## src/rtl/serial_steer_pkg.sv

```systemverilog
package serial_steer_pkg;
   localparam int DEF_NUM_IN  = 13;
   localparam int DEF_NUM_OUT = 3;
   localparam int DEF_WORD_W  = 20;
   localparam int DEF_NUM_OPS = 3;

   // slot = {enable, negate, select}
   function automatic int slot_width(input int sel_w);
      return sel_w + 2;
   endfunction
endpackage

```

## src/rtl/ssa_bit_pos.sv

```systemverilog
module ssa_bit_pos #(
   parameter int WORD_W = 20
) (
   input  logic clk,
   input  logic rst_n,
   input  logic frame_i,
   output logic msb_o
);
   localparam int BW = (WORD_W > 1) ? $clog2(WORD_W) : 1;

   logic [BW-1:0] cnt_q;
   logic [BW-1:0] pos;

   always_comb begin
      pos   = frame_i ? '0 : cnt_q;
      msb_o = (pos == BW'(WORD_W - 1));
   end

   always_ff @(posedge clk) begin
      if (!rst_n)      cnt_q <= '0;
      else if (msb_o)  cnt_q <= '0;
      else             cnt_q <= pos + BW'(1);
   end
endmodule

```

## src/rtl/ssa_lane.sv

```systemverilog
module ssa_lane #(
   parameter int NUM_IN  = 13,
   parameter int NUM_OPS = 3,
   parameter int SEL_W   = 4
) (
   input  logic                              clk,
   input  logic                              rst_n,
   input  logic                              frame_i,
   input  logic                              msb_i,
   input  logic [NUM_IN-1:0]                 ser_i,
   input  logic [NUM_OPS*(SEL_W+2)-1:0]      slots_i,
   output logic                              ser_o,
   output logic                              ovf_o
);
   localparam int SLOT_W = SEL_W + 2;
   localparam int PAD_N  = 1 << SEL_W;
   localparam int CW     = $clog2(NUM_OPS + 1);
   localparam int SW     = $clog2(2 * NUM_OPS + 2);

   logic [PAD_N-1:0]   pad;
   logic [NUM_OPS-1:0] opb;
   logic [NUM_OPS-1:0] inj;
   logic [SW-1:0]      nb, ninj, total, cin_w;
   logic [CW-1:0]      carry_q, cin;
   logic               ovf_hit;

   always_comb begin
      pad = '0;
      pad[NUM_IN-1:0] = ser_i;
      for (int k = 0; k < NUM_OPS; k++) begin
         logic [SLOT_W-1:0] s;
         s      = slots_i[k*SLOT_W +: SLOT_W];
         opb[k] = s[SLOT_W-1] & (pad[s[SEL_W-1:0]] ^ s[SLOT_W-2]);
         inj[k] = s[SLOT_W-1] & s[SLOT_W-2];
      end
      nb   = '0;
      ninj = '0;
      for (int k = 0; k < NUM_OPS; k++) begin
         nb   = nb + SW'(opb[k]);
         ninj = ninj + SW'(inj[k]);
      end
      cin     = frame_i ? CW'(ninj) : carry_q;
      cin_w   = SW'(cin);
      total   = nb + cin_w;
      // top bit: exact value fits only if carry-in minus set bits is 0 or -1
      ovf_hit = msb_i && (cin_w != nb) && ((cin_w + SW'(1)) != nb);
   end

   always_ff @(posedge clk) begin
      if (!rst_n) begin
         carry_q <= '0;
         ser_o   <= 1'b0;
         ovf_o   <= 1'b0;
      end else begin
         carry_q <= CW'(total >> 1);
         ser_o   <= total[0];
         if (ovf_hit) ovf_o <= 1'b1;
      end
   end
endmodule

```

## src/rtl/serial_steer_adder.sv

```systemverilog
module serial_steer_adder
   import serial_steer_pkg::*;
#(
   parameter int NUM_IN  = DEF_NUM_IN,
   parameter int NUM_OUT = DEF_NUM_OUT,
   parameter int WORD_W  = DEF_WORD_W,
   parameter int NUM_OPS = DEF_NUM_OPS,
   localparam int SEL_W  = (NUM_IN > 1) ? $clog2(NUM_IN) : 1,
   localparam int SLOT_W = SEL_W + 2,
   localparam int LANE_W = NUM_OPS * SLOT_W,
   localparam int CMD_W  = NUM_OUT * LANE_W
) (
   input  logic               clk,
   input  logic               rst_n,
   input  logic               frame_i,
   input  logic [NUM_IN-1:0]  ser_i,
   input  logic [CMD_W-1:0]   cmd_i,
   output logic [NUM_OUT-1:0] ser_o,
   output logic               frame_o,
   output logic [NUM_OUT-1:0] ovf_o
);
   if (NUM_OPS < 1) begin : g_bad_ops
      $error("NUM_OPS must be at least 1");
   end
   if (WORD_W < 2) begin : g_bad_width
      $error("WORD_W must be at least 2");
   end
   if (NUM_OUT < 1 || NUM_IN < 1) begin : g_bad_ports
      $error("NUM_IN and NUM_OUT must be at least 1");
   end

   logic [CMD_W-1:0] cmd_lat;
   logic [CMD_W-1:0] cmd_eff;
   logic             msb;

   always_ff @(posedge clk) begin
      if (!rst_n) begin
         cmd_lat <= '0;
         frame_o <= 1'b0;
      end else begin
         if (frame_i) cmd_lat <= cmd_i;
         frame_o <= frame_i;
      end
   end

   // bit 0 uses the fresh command, the rest of the word the latched copy
   assign cmd_eff = frame_i ? cmd_i : cmd_lat;

   ssa_bit_pos #(.WORD_W(WORD_W)) u_pos (
      .clk     (clk),
      .rst_n   (rst_n),
      .frame_i (frame_i),
      .msb_o   (msb)
   );

   for (genvar o = 0; o < NUM_OUT; o++) begin : g_lane
      ssa_lane #(
         .NUM_IN  (NUM_IN),
         .NUM_OPS (NUM_OPS),
         .SEL_W   (SEL_W)
      ) u_lane (
         .clk     (clk),
         .rst_n   (rst_n),
         .frame_i (frame_i),
         .msb_i   (msb),
         .ser_i   (ser_i),
         .slots_i (cmd_eff[o*LANE_W +: LANE_W]),
         .ser_o   (ser_o[o]),
         .ovf_o   (ovf_o[o])
      );
   end
endmodule

```

## config.mk

```make
export PLATFORM = sky130hd
export DESIGN_NAME = serial_steer_adder
export DESIGN_NICKNAME = d
export VERILOG_FILES = /design/src/rtl/serial_steer_pkg.sv /design/src/rtl/ssa_bit_pos.sv /design/src/rtl/ssa_lane.sv /design/src/rtl/serial_steer_adder.sv
export SDC_FILE = /design/constraint.sdc
export NUM_CORES = 1
export LEC_CHECK = 0
export BUFFER_PORTS_ARGS = -buffer_cell sky130_fd_sc_hd__buf_2
export CAP_MARGIN = 20
export CORE_ASPECT_RATIO = 0.7
export CORE_MARGIN = 2
export CORE_UTILIZATION = 45
export DETAILED_ROUTE_END_ITERATION = 8
export MAX_ROUTING_LAYER = met4
export PLACE_DENSITY = 0.62
export SLEW_MARGIN = 25
export SYNTH_ARGS = -nofsm -noshare
export SYNTH_HDL_FRONTEND = slang
export SYNTH_HIERARCHICAL = 1
export SYNTH_SLANG_ARGS = --single-unit
```

## constraint.sdc

```tcl
create_clock -name clk -period 9.1 [get_ports clk]
set_clock_uncertainty 0.2 [all_clocks]
set_input_delay 2.73 -clock clk [delete_from_list [all_inputs] [get_ports clk]]
set_output_delay 2.73 -clock clk [all_outputs]
set_load 0.02 [all_outputs]
```

==> flow_summary_export.csv, run 1 <==
group,metric,value,unit
sta,hold_viol,0,
routing,vias,3489,
logic_synthesis,yosys_warnings,6,
logic_synthesis,ys_top_cells_by_area,"dfxtp_1 (29%), mux2_4 (15%), and2_1 (8.8%), mux2i_1 (6.1%), mux4_2 (5.5%)",
cts,cts_resized,0,
logic_synthesis,async_flop_share,0,%
place,gp_congestion,0.800,
floorplan,fp.dieH,91.4,um
routing,post_drt_wl_per_cell,17.3,um
cts,cts_hold_buf,0,
worst_hold_path,hold_class,"reg -> reg",
routing,finalWirelength,10900,um
sta,tns,0,ps
routing,drc,0,
global_route,antenna_found_initial,0,
logic_synthesis,synth-adder-area-share,6.22,%
logic_synthesis,synth_edf_count,0,
sta,finalCritPeriodShare,71.3,%
global_route,grt_util_met2,29.7,%
logic_synthesis,synth_cells,424,
finish,design_area,0.00567,mm^2
cts,post-cts-setup-buffers,0,
cts,cts_htree_levels,3,
sta,holdWs,267,ps
place,placed_cells,617,
logic_synthesis,synth.mux.area_fraction,32.4,%
worst_hold_path,hold_depth,1,
sta,setup_slack,2610,ps
global_route,grt_pass1_vias,3322,
logic_synthesis,ys_ff_latch,72,
global_route,overflow,0,
finish,fill_cells,910,
routing,first_iter_violations,215,
finish,mostFrequentLayoutCell,"buf_2",
logic_synthesis,yosys.area_share.simple,21.9,%
logic_synthesis,synth_top_family_by_area,"multiplexers",
logic_synthesis,syn_avg_cell_area,11.6,um^2
power,ir_drop,102,uV
sta,rsz0062_at_grt,"false",
logic_synthesis,synthXorXnorAreaFrac,0.892,%
sta,timing.fmax,0.154,GHz
place,placedInstanceArea,0.00531,mm^2
finish,final_nets,585,
sta,timing.slew.headroom,48.9,%
global_route,gr-max-usage-layer,"met2",
floorplan,chipWidth,129,um
logic_synthesis,synth_cell_types,43,
logic_synthesis,synth_top_area_cell,"dfxtp_1",
logic_synthesis,synth_top_area_share,29.4,%
finish,area_delta_synth_final,15.6,%
sta,setup_viol_count_final,0,
finish,multiInputGateArea,0.00328,mm^2
floorplan,io_pins,77,
setup_path,cp-end-kind,"flip-flop",
setup_path,path_class,"in -> reg",
routing,dr.pass1.iters,4,
setup_path,cp.required,9120,ps
logic_synthesis,ys_seq_area_share,29.4,%
finish,final_cells,633,
global_route,grtUsageMet3,4.60,%
finish,diodes,0,
cts,clk_path_buf_depth,2,
setup_path,worstPathArrival,6510,ps
finish,regArea,0.00144,mm^2
floorplan,core_area,0.0105,mm^2
finish,layout_common_cells,"buf_2 (75), dfxtp_1 (72), and2_1 (69)",
cts,tritoncts,"yes",
cts,insertion_delay,330,ps
global_route,grt_max_degree,70,
logic_synthesis,syn_area,0.00491,mm^2
sta,period_needed,6490,ps
global_route,track_usage,19.7,%
cts,cts_buffers,9,
power,leakage,2.57,nW
cts,clk_pin_slew,60,ps
sta,worst_slew_pin_slew,766,ps
power,power_density,172,mW/mm^2
global_route,use_met1,27.1,%
routing,antenna_left,0,
finish,drive_gt1_share,35.7,%
cts,cts_sinks,72,
sta,slew_violations,0,
logic_synthesis,syn_nets,513,
logic_synthesis,synth_compound_area_share,5.35,%
flow_run,drv_cap,0,
global_route,grt_pass1_wl,17600,um
setup_path,cp-start-kind,"input port",
place,dp_hpwl,7460,um
cts,root_buffer,"clkbuf_16",
floorplan,start_util,46.9,%
floorplan,fp-row-count,31,
status,status,"finished, final reports clean",
logic_synthesis,synthFlopType,"dfxtp_1",
floorplan,dieArea,0.0118,mm^2
routing,vias_per_cell,5.51,
place,port_buffers,76,
place,place_ws,2310,ps
setup_path,cp_max_fo,42,
setup_path,reg2reg_depth,10,
[layer usage]
metal,up-vias,routed length (um)
li1,1714,-
met4,0,44
met3,4,483
met2,76,4910
met1,1695,5490
met5,-,0
[worst max-delay path, cell delays in order]
cell,delay [ps]
buf_4,580
buf_4,510
mux2_4,390
mux4_2,430
mux2i_1,260
and4b_1,260
nor4_1,70
fa_1,490
inv_1,40
ha_1,180
fa_1,410
and2_1,140
[power by group]
part	total [mW]	switching, mW	internal (mW)	leakage [nW]
registers	0.341	0.00511	0.336	0.593
logic	0.218	0.108	0.110	1.80
clock network	0.418	0.135	0.282	0.172
total	0.977	0.249	0.729	2.57
[metrics by stage]
step / utilization, % / power [mW]
floorplan: - / 0.512
global placement: 50.7 / 0.561
detailed placement: 50.7 / 0.566
CTS: 54.1 / 0.988
global route: 54.2 / 1.02
finish: 54.2 / 0.977
[flip-flops by register name (all words and copies together), names as in the netlist]
register               flops
frame_o                    1
cmd_lat                   54
g_lane.u_lane/ovf_o        3
g_lane.u_lane/carry_q      6
g_lane.u_lane/ser_o        3
u_pos/cnt_q                5
[cell families after synthesis]
kind of cell | count (synthesis)
XOR/XNOR | 5
flip-flops | 72
adder cells (fa/ha/maj) | 19
multiplexers | 108
AO/OA/AOI/OAI | 30
AND/OR/NAND/NOR | 164
buffers and inverters | 26
[final cells by class]
type | instances | share of cell area (%)
multi-input cells | 326 | 57.8
flip-flops and latches | 72 | 25.4
repair buffers | 78 | 7.02
clock buffers | 11 | 4.46
well taps | 132 | 2.91
clock inverters | 5 | 1.81
inverters | 9 | 0.596
[cells in the mapped netlist, types with 9 or more instances]
master	number
fa_1	9
ha_1	10
inv_1	9
mux4_2	12
nor4_1	13
nor2b_1	11
mux2_4	49
and2_1	69
dfxtp_1	72
mux2i_1	30
nor2_1	9
mux2_2	11
[path summary, 6_finish.rpt]
path | startpoint | endpoint | slack, ps
worst max-delay path | frame_i | g_lane[2].u_lane/carry_q[0]$_SDFF_PN0_ | 2610
worst min-delay path | g_lane[1].u_lane/ovf_o$_SDFFE_PN0P_ | g_lane[1].u_lane/ovf_o$_SDFFE_PN0P_ | 270
worst max register to register | cmd_lat[12]$_SDFF_PN0_ | g_lane[0].u_lane/carry_q[0]$_SDFF_PN0_ | 5650
worst min register to register | g_lane[1].u_lane/ovf_o$_SDFFE_PN0P_ | g_lane[1].u_lane/ovf_o$_SDFFE_PN0P_ | 270
(Power assumes the default switching activity.)
==> run 2: changes to the inputs <==
--- a/config.mk
+++ b/config.mk
@@ -5,6 +5,7 @@
 export SDC_FILE = /design/constraint.sdc
 export NUM_CORES = 1
 export LEC_CHECK = 0
+export ABC_AREA = 1
 export BUFFER_PORTS_ARGS = -buffer_cell sky130_fd_sc_hd__buf_2
 export CAP_MARGIN = 20
 export CORE_ASPECT_RATIO = 0.7
@@ -12,7 +13,7 @@
 export CORE_UTILIZATION = 45
 export DETAILED_ROUTE_END_ITERATION = 8
 export MAX_ROUTING_LAYER = met4
-export PLACE_DENSITY = 0.62
+export PLACE_DENSITY = 0.61
 export SLEW_MARGIN = 25
 export SYNTH_ARGS = -nofsm -noshare
 export SYNTH_HDL_FRONTEND = slang
==> constraint.sdc (replaced) <==
create_clock -name clk -period 6.75 [get_ports clk]
set_clock_uncertainty 0.2 [all_clocks]
set_input_delay 2.025 -clock clk [delete_from_list [all_inputs] [get_ports clk]]
set_output_delay 2.025 -clock clk [all_outputs]
set_load 0.02 [all_outputs]
==> run 2 against run 1 <==
  * Utilization is 1.4 points lower
  * Power rose by 40%
  * Global-route usage up 1.3 points
  * Die area grew 9.2%
  * Count of clock-buffer cells in the layout rose by 1
  * Worst hold slack got worse by 8.9 ps
  * Final cell count increased by 86%
  * Highest routed layer unchanged
==> flow_summary_export.csv, run 2 <==
group,metric,value,unit
status,status,"finished, final reports clean",
sta,setup_viol_count_final,0,
setup_path,path_buf_inv,7,
cts,cts_htree_levels,3,
logic_synthesis,synth_top_area_share,26.8,%
routing,first_iter_violations,422,
floorplan,dieArea,0.0129,mm^2
logic_synthesis,async_flop_share,0,%
cts,clk_path_buf_depth,2,
routing,finalWirelength,12400,um
finish,diodes,0,
setup_path,critPathSlowestCell,"fa_1",
setup_path,worstPathArrival,4990,ps
cts,clk_pin_slew,60,ps
logic_synthesis,ys_seq_area_share,26.8,%
cts,root_buffer,"clkbuf_16",
logic_synthesis,synth_top_area_cell,"dfxtp_1",
floorplan,fp.dieH,95.5,um
logic_synthesis,ys_top_cells_by_area,"dfxtp_1 (27%), nand2_1 (25%), inv_1 (19%), nand3_1 (8.0%), nor2_1 (4.3%)",
setup_path,crit_start,"frame_i",
finish,final_nets,1107,
floorplan,core_area,0.0117,mm^2
setup_path,path_class,"in -> reg",
routing,vias_per_cell,4.34,
floorplan,io_pins,77,
place,placed_cells,1164,
global_route,grt_pass1_wl,21000,um
cts,cts_sinks,72,
logic_synthesis,synthFlopType,"dfxtp_1",
cts,cts_hold_buf,0,
logic_synthesis,synth_cells,943,
cts,insertion_delay,340,ps
sta,hold_viol,0,
place,dp_hpwl,9420,um
sta,period_needed,4900,ps
logic_synthesis,synth_commonest_cells,"nand2_1 (351), inv_1 (273), nand3_1 (86), dfxtp_1 (72), nor2_1 (61)",
finish,area_delta_synth_final,14.7,%
cts,cts_resized,0,
finish,top_register,"cmd_lat",
finish,layout_common_cells,"nand2_1 (351), inv_1 (273), nand3_1 (86)",
power,power_density,222,mW/mm^2
floorplan,start_util,46.0,%
logic_synthesis,syn_area,0.00538,mm^2
logic_synthesis,syn_nets,1032,
sta,worst_slew_pin_slew,983,ps
setup_path,cp-start-kind,"input port",
finish,mostFrequentLayoutCell,"nand2_1",
sta,finalCritPeriodShare,72.7,%
cts,tritoncts,"yes",
logic_synthesis,synth_cell_types,23,
setup_path,cp-end-kind,"flip-flop",
logic_synthesis,syn_avg_cell_area,5.70,um^2
power,leakage,4.07,nW
floorplan,chipWidth,135,um
global_route,track_usage,21.1,%
setup_path,crit_chain,"buf_2, inv_2, buf_4, nand2_1, nand2_1, inv_1, inv_2, nand2_1, nand3_1, nand2_1, nand2_1, nand2_1, nand2_1, nand2_1, nand2_1, nand3_2, fa_1, inv_1, ha_1, fa_1, nand2_1, inv_1",
setup_path,path_delay_family,"adder cells",
place,gp_congestion,0.885,
global_route,grt_max_degree,55,
routing,post_drt_wl_per_cell,10.5,um
routing,antenna_left,0,
setup_path,worstReg2RegStart,"cmd_lat[36]$_SDFF_PN0_",
setup_path,slowest_delay,540,ps
global_route,grt_pass1_vias,4595,
setup_path,cp.required,6840,ps
sta,rsz0062_at_grt,"false",
finish,final_cells,1180,
finish,largest_reg_flops,54,
sta,timing.fmax,0.204,GHz
logic_synthesis,synth_edf_count,0,
logic_synthesis,synth.most_common_cell,"nand2_1",
setup_path,cp_max_fo,22,
setup_path,cpMostUsedCell,"nand2_1",
routing,dr.pass1.iters,5,
sta,slew_violations,0,
finish,top_regs,"cmd_lat: 54 flops, g_lane.u_lane/carry_q: 6 flops, u_pos/cnt_q: 5 flops",
cts,cts_buffers,9,
sta,timing.slew.headroom,34.4,%
floorplan,fp-row-count,33,
routing,vias,5122,
finish,drive_gt1_share,13.5,%
place,port_buffers,76,
global_route,overflow,0,
power,ir_drop,116,uV
cts,post-cts-setup-buffers,0,
logic_synthesis,ys_ff_latch,72,
flow_run,drv_cap,0,
power,p_total,1.37,mW
worst_hold_path,min_from,"g_lane[2].u_lane/ovf_o$_SDFFE_PN0P_",
global_route,antenna_found_initial,0,
worst_hold_path,hold_class,"reg -> reg",
sta,tns,0,ps
logic_synthesis,yosys_warnings,6,
routing,drc,0,
## run 2: cell types whose count changed after synthesis, sizes merged, moves of 11 or more
cell	before	now
mux2	60	6
mux2i	30	0
nor4	13	0
mux4	18	0
nand2	4	355
nor2b	11	0
inv	9	287
and2	73	0
nor2	9	65
nand3	7	101
## run 2: worst min-delay path: cells and delay by family (launching register included)
| kind | cells | cell delay (ps) |
|---|---|---|
| AOI/OAI and AO/OA | 1 | 70 |
| buffers and inverters | 1 | 40 |
| DFF | 1 | 300 |
## run 2: area by class of cell
class | count | area [um^2]
clock buffer | 12 | 256
fill | 1231 | 5520
multi-input combinational | 568 | 2710
clock inverter | 4 | 76.3
sequential | 72 | 1440
tap | 157 | 196
timing repair buffer | 80 | 410
inverter | 287 | 1080
## run 2: per-layer routing
layer | share of wire [%] | track usage [%] | up-vias | routed length (um)
met4 | 1.3 | 5.09 | 0 | 161
li1 | - | - | 2844 | -
met3 | 6.1 | 4.63 | 18 | 757
met2 | 41 | 32.4 | 148 | 5050
met5 | 0 | - | - | 0
met1 | 52 | 28.3 | 2112 | 6430
## run 2: where the power goes
| part | switching (mW) | internal (mW) | total [mW] |
|---|---|---|---|
| logic | 0.236 | 0.135 | 0.371 |
| clock network | 0.183 | 0.344 | 0.527 |
| registers | 0.00769 | 0.461 | 0.469 |
| total | 0.426 | 0.940 | 1.37 |
## run 2: final timing paths
kind / endpoint / slack [ps] / depth (start not counted)
worst min-delay path: g_lane[2].u_lane/ovf_o$_SDFFE_PN0P_ / 260 / 2
worst max register to register: g_lane[2].u_lane/carry_q[0]$_SDFF_PN0_ / 3810 / 19
worst max-delay path: g_lane[1].u_lane/carry_q[0]$_SDFF_PN0_ / 1850 / 22
worst min register to register: g_lane[2].u_lane/ovf_o$_SDFFE_PN0P_ / 260 / 2
## run 2: cell families after synthesis
| family | share of synthesized area, % |
|---|---|
| AOI/OAI and AO/OA | 1.61 |
| muxes | 1.26 |
| DFF | 26.8 |
| buffers and inverters | 22.9 |
| adders and majority gates | 5.68 |
| xor gates and xnor gates | 0.163 |
| and+or+nand+nor | 41.6 |
## run 2: stage by stage
| stage | hold slack (ps) | utilization (%) | area, um^2 | setup slack, ps |
|---|---|---|---|---|
| CTS | 267 | 52.8 | 6160 | 1850 |
| floorplan | 280 | - | 5380 | 2120 |
| global placement | 251 | 49.9 | 5830 | 1510 |
| finish | 258 | 52.8 | 6160 | 1850 |
| global route | 314 | 52.8 | 6160 | 1520 |
| detailed placement | 259 | 49.9 | 5830 | 1510 |
==> run 3: changes to the inputs <==
--- a/config.mk
+++ b/config.mk
@@ -13,7 +13,7 @@
 export CORE_UTILIZATION = 45
 export DETAILED_ROUTE_END_ITERATION = 8
 export MAX_ROUTING_LAYER = met4
-export PLACE_DENSITY = 0.61
+export PLACE_DENSITY = 0.64
 export SLEW_MARGIN = 25
 export SYNTH_ARGS = -nofsm -noshare
 export SYNTH_HDL_FRONTEND = slang
==> constraint.sdc (replaced) <==
create_clock -name clk -period 4.1 [get_ports clk]
set_clock_uncertainty 0.2 [all_clocks]
set_input_delay 1.23 -clock clk [delete_from_list [all_inputs] [get_ports clk]]
set_output_delay 1.23 -clock clk [all_outputs]
set_load 0.02 [all_outputs]
==> run 3 against run 2 <==
  * Power is 70% higher
  * Worst setup slack got worse by 1600 ps
  * Die area unchanged
  * Highest routed layer unchanged
  * First-iteration DRC count decreased by 12%
  * Sequential cell count unchanged
  * Count of clock-buffer cells in the layout shrank 2
  * Final cell count is 3.1% higher
  * Register-to-register slack worse by 2600 ps
  * Sequential power is 65% higher
  * Routed wire length is 8.4% higher
  * Sequential share of layout area shrank 1.3 points
  * Cell area rose by 5.9%
==> flow_summary_export.csv, run 3 (synthesized netlist as in run 2, its figures left out) <==
group,metric,value,unit
floorplan,core_area,0.0117,mm^2
power,p_switching,0.737,mW
finish,layout_common_cells,"nand2_1 (351), inv_1 (269), nand3_1 (86)",
place,gp_congestion,0.948,
finish,area_delta_synth_final,21.4,%
place,dp_hpwl,9860,um
setup_path,cp_max_fo,13,
floorplan,fp-row-count,33,
finish,top_register,"cmd_lat",
sta,setup_slack,265,ps
cts,insertion_delay,340,ps
global_route,grt_max_degree,55,
power,clock_power_share,36.8,%
cts,root_buffer,"clkbuf_16",
status,status,"finished, final reports clean",
worst_hold_path,hold_class,"reg -> reg",
power,p_sw_share,31.7,%
routing,vias,5436,
routing,finalWirelength,13400,um
setup_path,cp.required,4120,ps
routing,first_iter_violations,373,
power,seqPwrFrac,33.2,%
flow_run,drv_cap,0,
sta,rsz0062_at_grt,"false",
finish,diodes,0,
global_route,track_usage,21.6,%
global_route,overflow,0,
global_route,grt_pass1_vias,4744,
power,leakage,4.28,nW
place,place_ws,-132,ps
cts,cts_sinks,72,
setup_path,cp-start-kind,"input port",
finish,top_regs,"cmd_lat: 54 flops, g_lane.u_lane/carry_q: 6 flops, u_pos/cnt_q: 5 flops",
setup_path,critPathSlowestCell,"fa_1",
power,p_comb_share,30.0,%
setup_path,path_delay_family,"adder cells",
sta,tns,0,ps
setup_path,path_buf_inv,6,
routing,dr.pass1.iters,5,
routing,antenna_left,0,
floorplan,start_util,46.0,%
floorplan,dieArea,0.0129,mm^2
power,ir_drop,204,uV
cts,cts_hold_buf,0,
routing,post_drt_wl_per_cell,11.0,um
power,internal_power,1.59,mW
place,port_buffers,76,
floorplan,chipWidth,135,um
setup_path,slowest_delay,530,ps
global_route,antenna_found_initial,0,
finish,drive_gt1_share,17.0,%
cts,cts_buffers,9,
setup_path,crit_chain,"buf_4, buf_6, buf_4, nand2_1, nand2_1, inv_1, inv_1, nand3_1, nand2_1, nand2_1, nand2_1, nand2_1, nand2_1, nand2_1, nand3_2, fa_1, inv_1, ha_1, o21ai_0, o221ai_1, a21boi_0",
setup_path,path_class,"in -> reg",
routing,drc,0,
cts,clk_pin_slew,60,ps
sta,slew_violations,0,
sta,timing.fmax,0.261,GHz
finish,mostFrequentLayoutCell,"nand2_1",
power,power_density,356,mW/mm^2
sta,finalCritPeriodShare,93.5,%
finish,final_nets,1145,
sta,worst_slew_pin_slew,955,ps
cts,cts_htree_levels,3,
sta,timing.slew.headroom,36.4,%
setup_path,worstPathArrival,3850,ps
cts,tritoncts,"yes",
floorplan,fp.dieH,95.5,um
sta,setup_viol_count_final,0,
global_route,grt_pass1_wl,21600,um
sta,period_needed,3830,ps
setup_path,cp-end-kind,"flip-flop",
setup_path,cpMostUsedCell,"nand2_1",
sta,hold_viol,0,
floorplan,io_pins,77,
finish,final_util,55.9,%
cts,clk_path_buf_depth,2,
finish,largest_reg_flops,54,
routing,vias_per_cell,4.47,
-- run 3: final timing paths --
path / from / to / slack (ps) / cells after the start
max reg2reg: cmd_lat[12]$_SDFF_PN0_ / g_lane[0].u_lane/ovf_o$_SDFFE_PN0P_ / 1260 / 17
max: frame_i / g_lane[0].u_lane/ovf_o$_SDFFE_PN0P_ / 270 / 21
min: g_lane[2].u_lane/ovf_o$_SDFFE_PN0P_ / g_lane[2].u_lane/ovf_o$_SDFFE_PN0P_ / 270 / 2
min reg2reg: g_lane[2].u_lane/ovf_o$_SDFFE_PN0P_ / g_lane[2].u_lane/ovf_o$_SDFFE_PN0P_ / 270 / 2
-- run 3: what timing repair did --
action                     CTS  global route
hold endpoints to repair     0             0
setup endpoints to repair    0             4
resized for setup            0            11
buffers inserted             0             0
-- run 3: power groups by stage --
stage | logic, mW | clock network (mW) | registers [mW]
2_1_floorplan | 0.447 | 0 | 0.801
3_3_place_gp | 0.676 | 0 | 0.787
3_5_place_dp | 0.681 | 0 | 0.787
4_1_cts | 0.686 | 0.872 | 0.772
5_1_grt | 0.799 | 0.899 | 0.778
6_report | 0.699 | 0.855 | 0.772
-- run 3: layout make-up --
class / count / area, um^2
timing repair buffer: 118 / 774
clock inverter: 5 / 81.3
multi-input combinational: 568 / 2710
clock buffer: 10 / 239
tap: 157 / 196
inverter: 287 / 1090
sequential: 72 / 1440
fill: 1191 / 5160
-- run 3: worst min-delay path: cells and delay by family, from the launching register on --
family	cells	cell delay, ps
flip-flops	1	310
AO/OA/AOI/OAI	1	60
buffers and inverters	1	40
-- run 3: metrics by stage --
| step | instances | instance area, um^2 | hold WS, ps | power, mW |
|---|---|---|---|---|
| after global routing | 1217 | 6530 | 321 | 2.48 |
| after CTS | 1215 | 6460 | 265 | 2.33 |
| after global placement | 1200 | 6140 | 251 | 1.46 |
| final | 1217 | 6530 | 266 | 2.33 |
| after floorplan | 943 | 5380 | 280 | 1.25 |
| after detailed placement | 1200 | 6140 | 255 | 1.47 |
-- run 3: routing by layer --
layer  GRT usage, %  vias to the layer above  share of wire, %
met4           6.40                        0               1.8
met2           32.4                      167                40
met3           4.36                       31               5.5
met1           29.5                     2313                53
met5              -                        -                 0
li1               -                     2925                 -
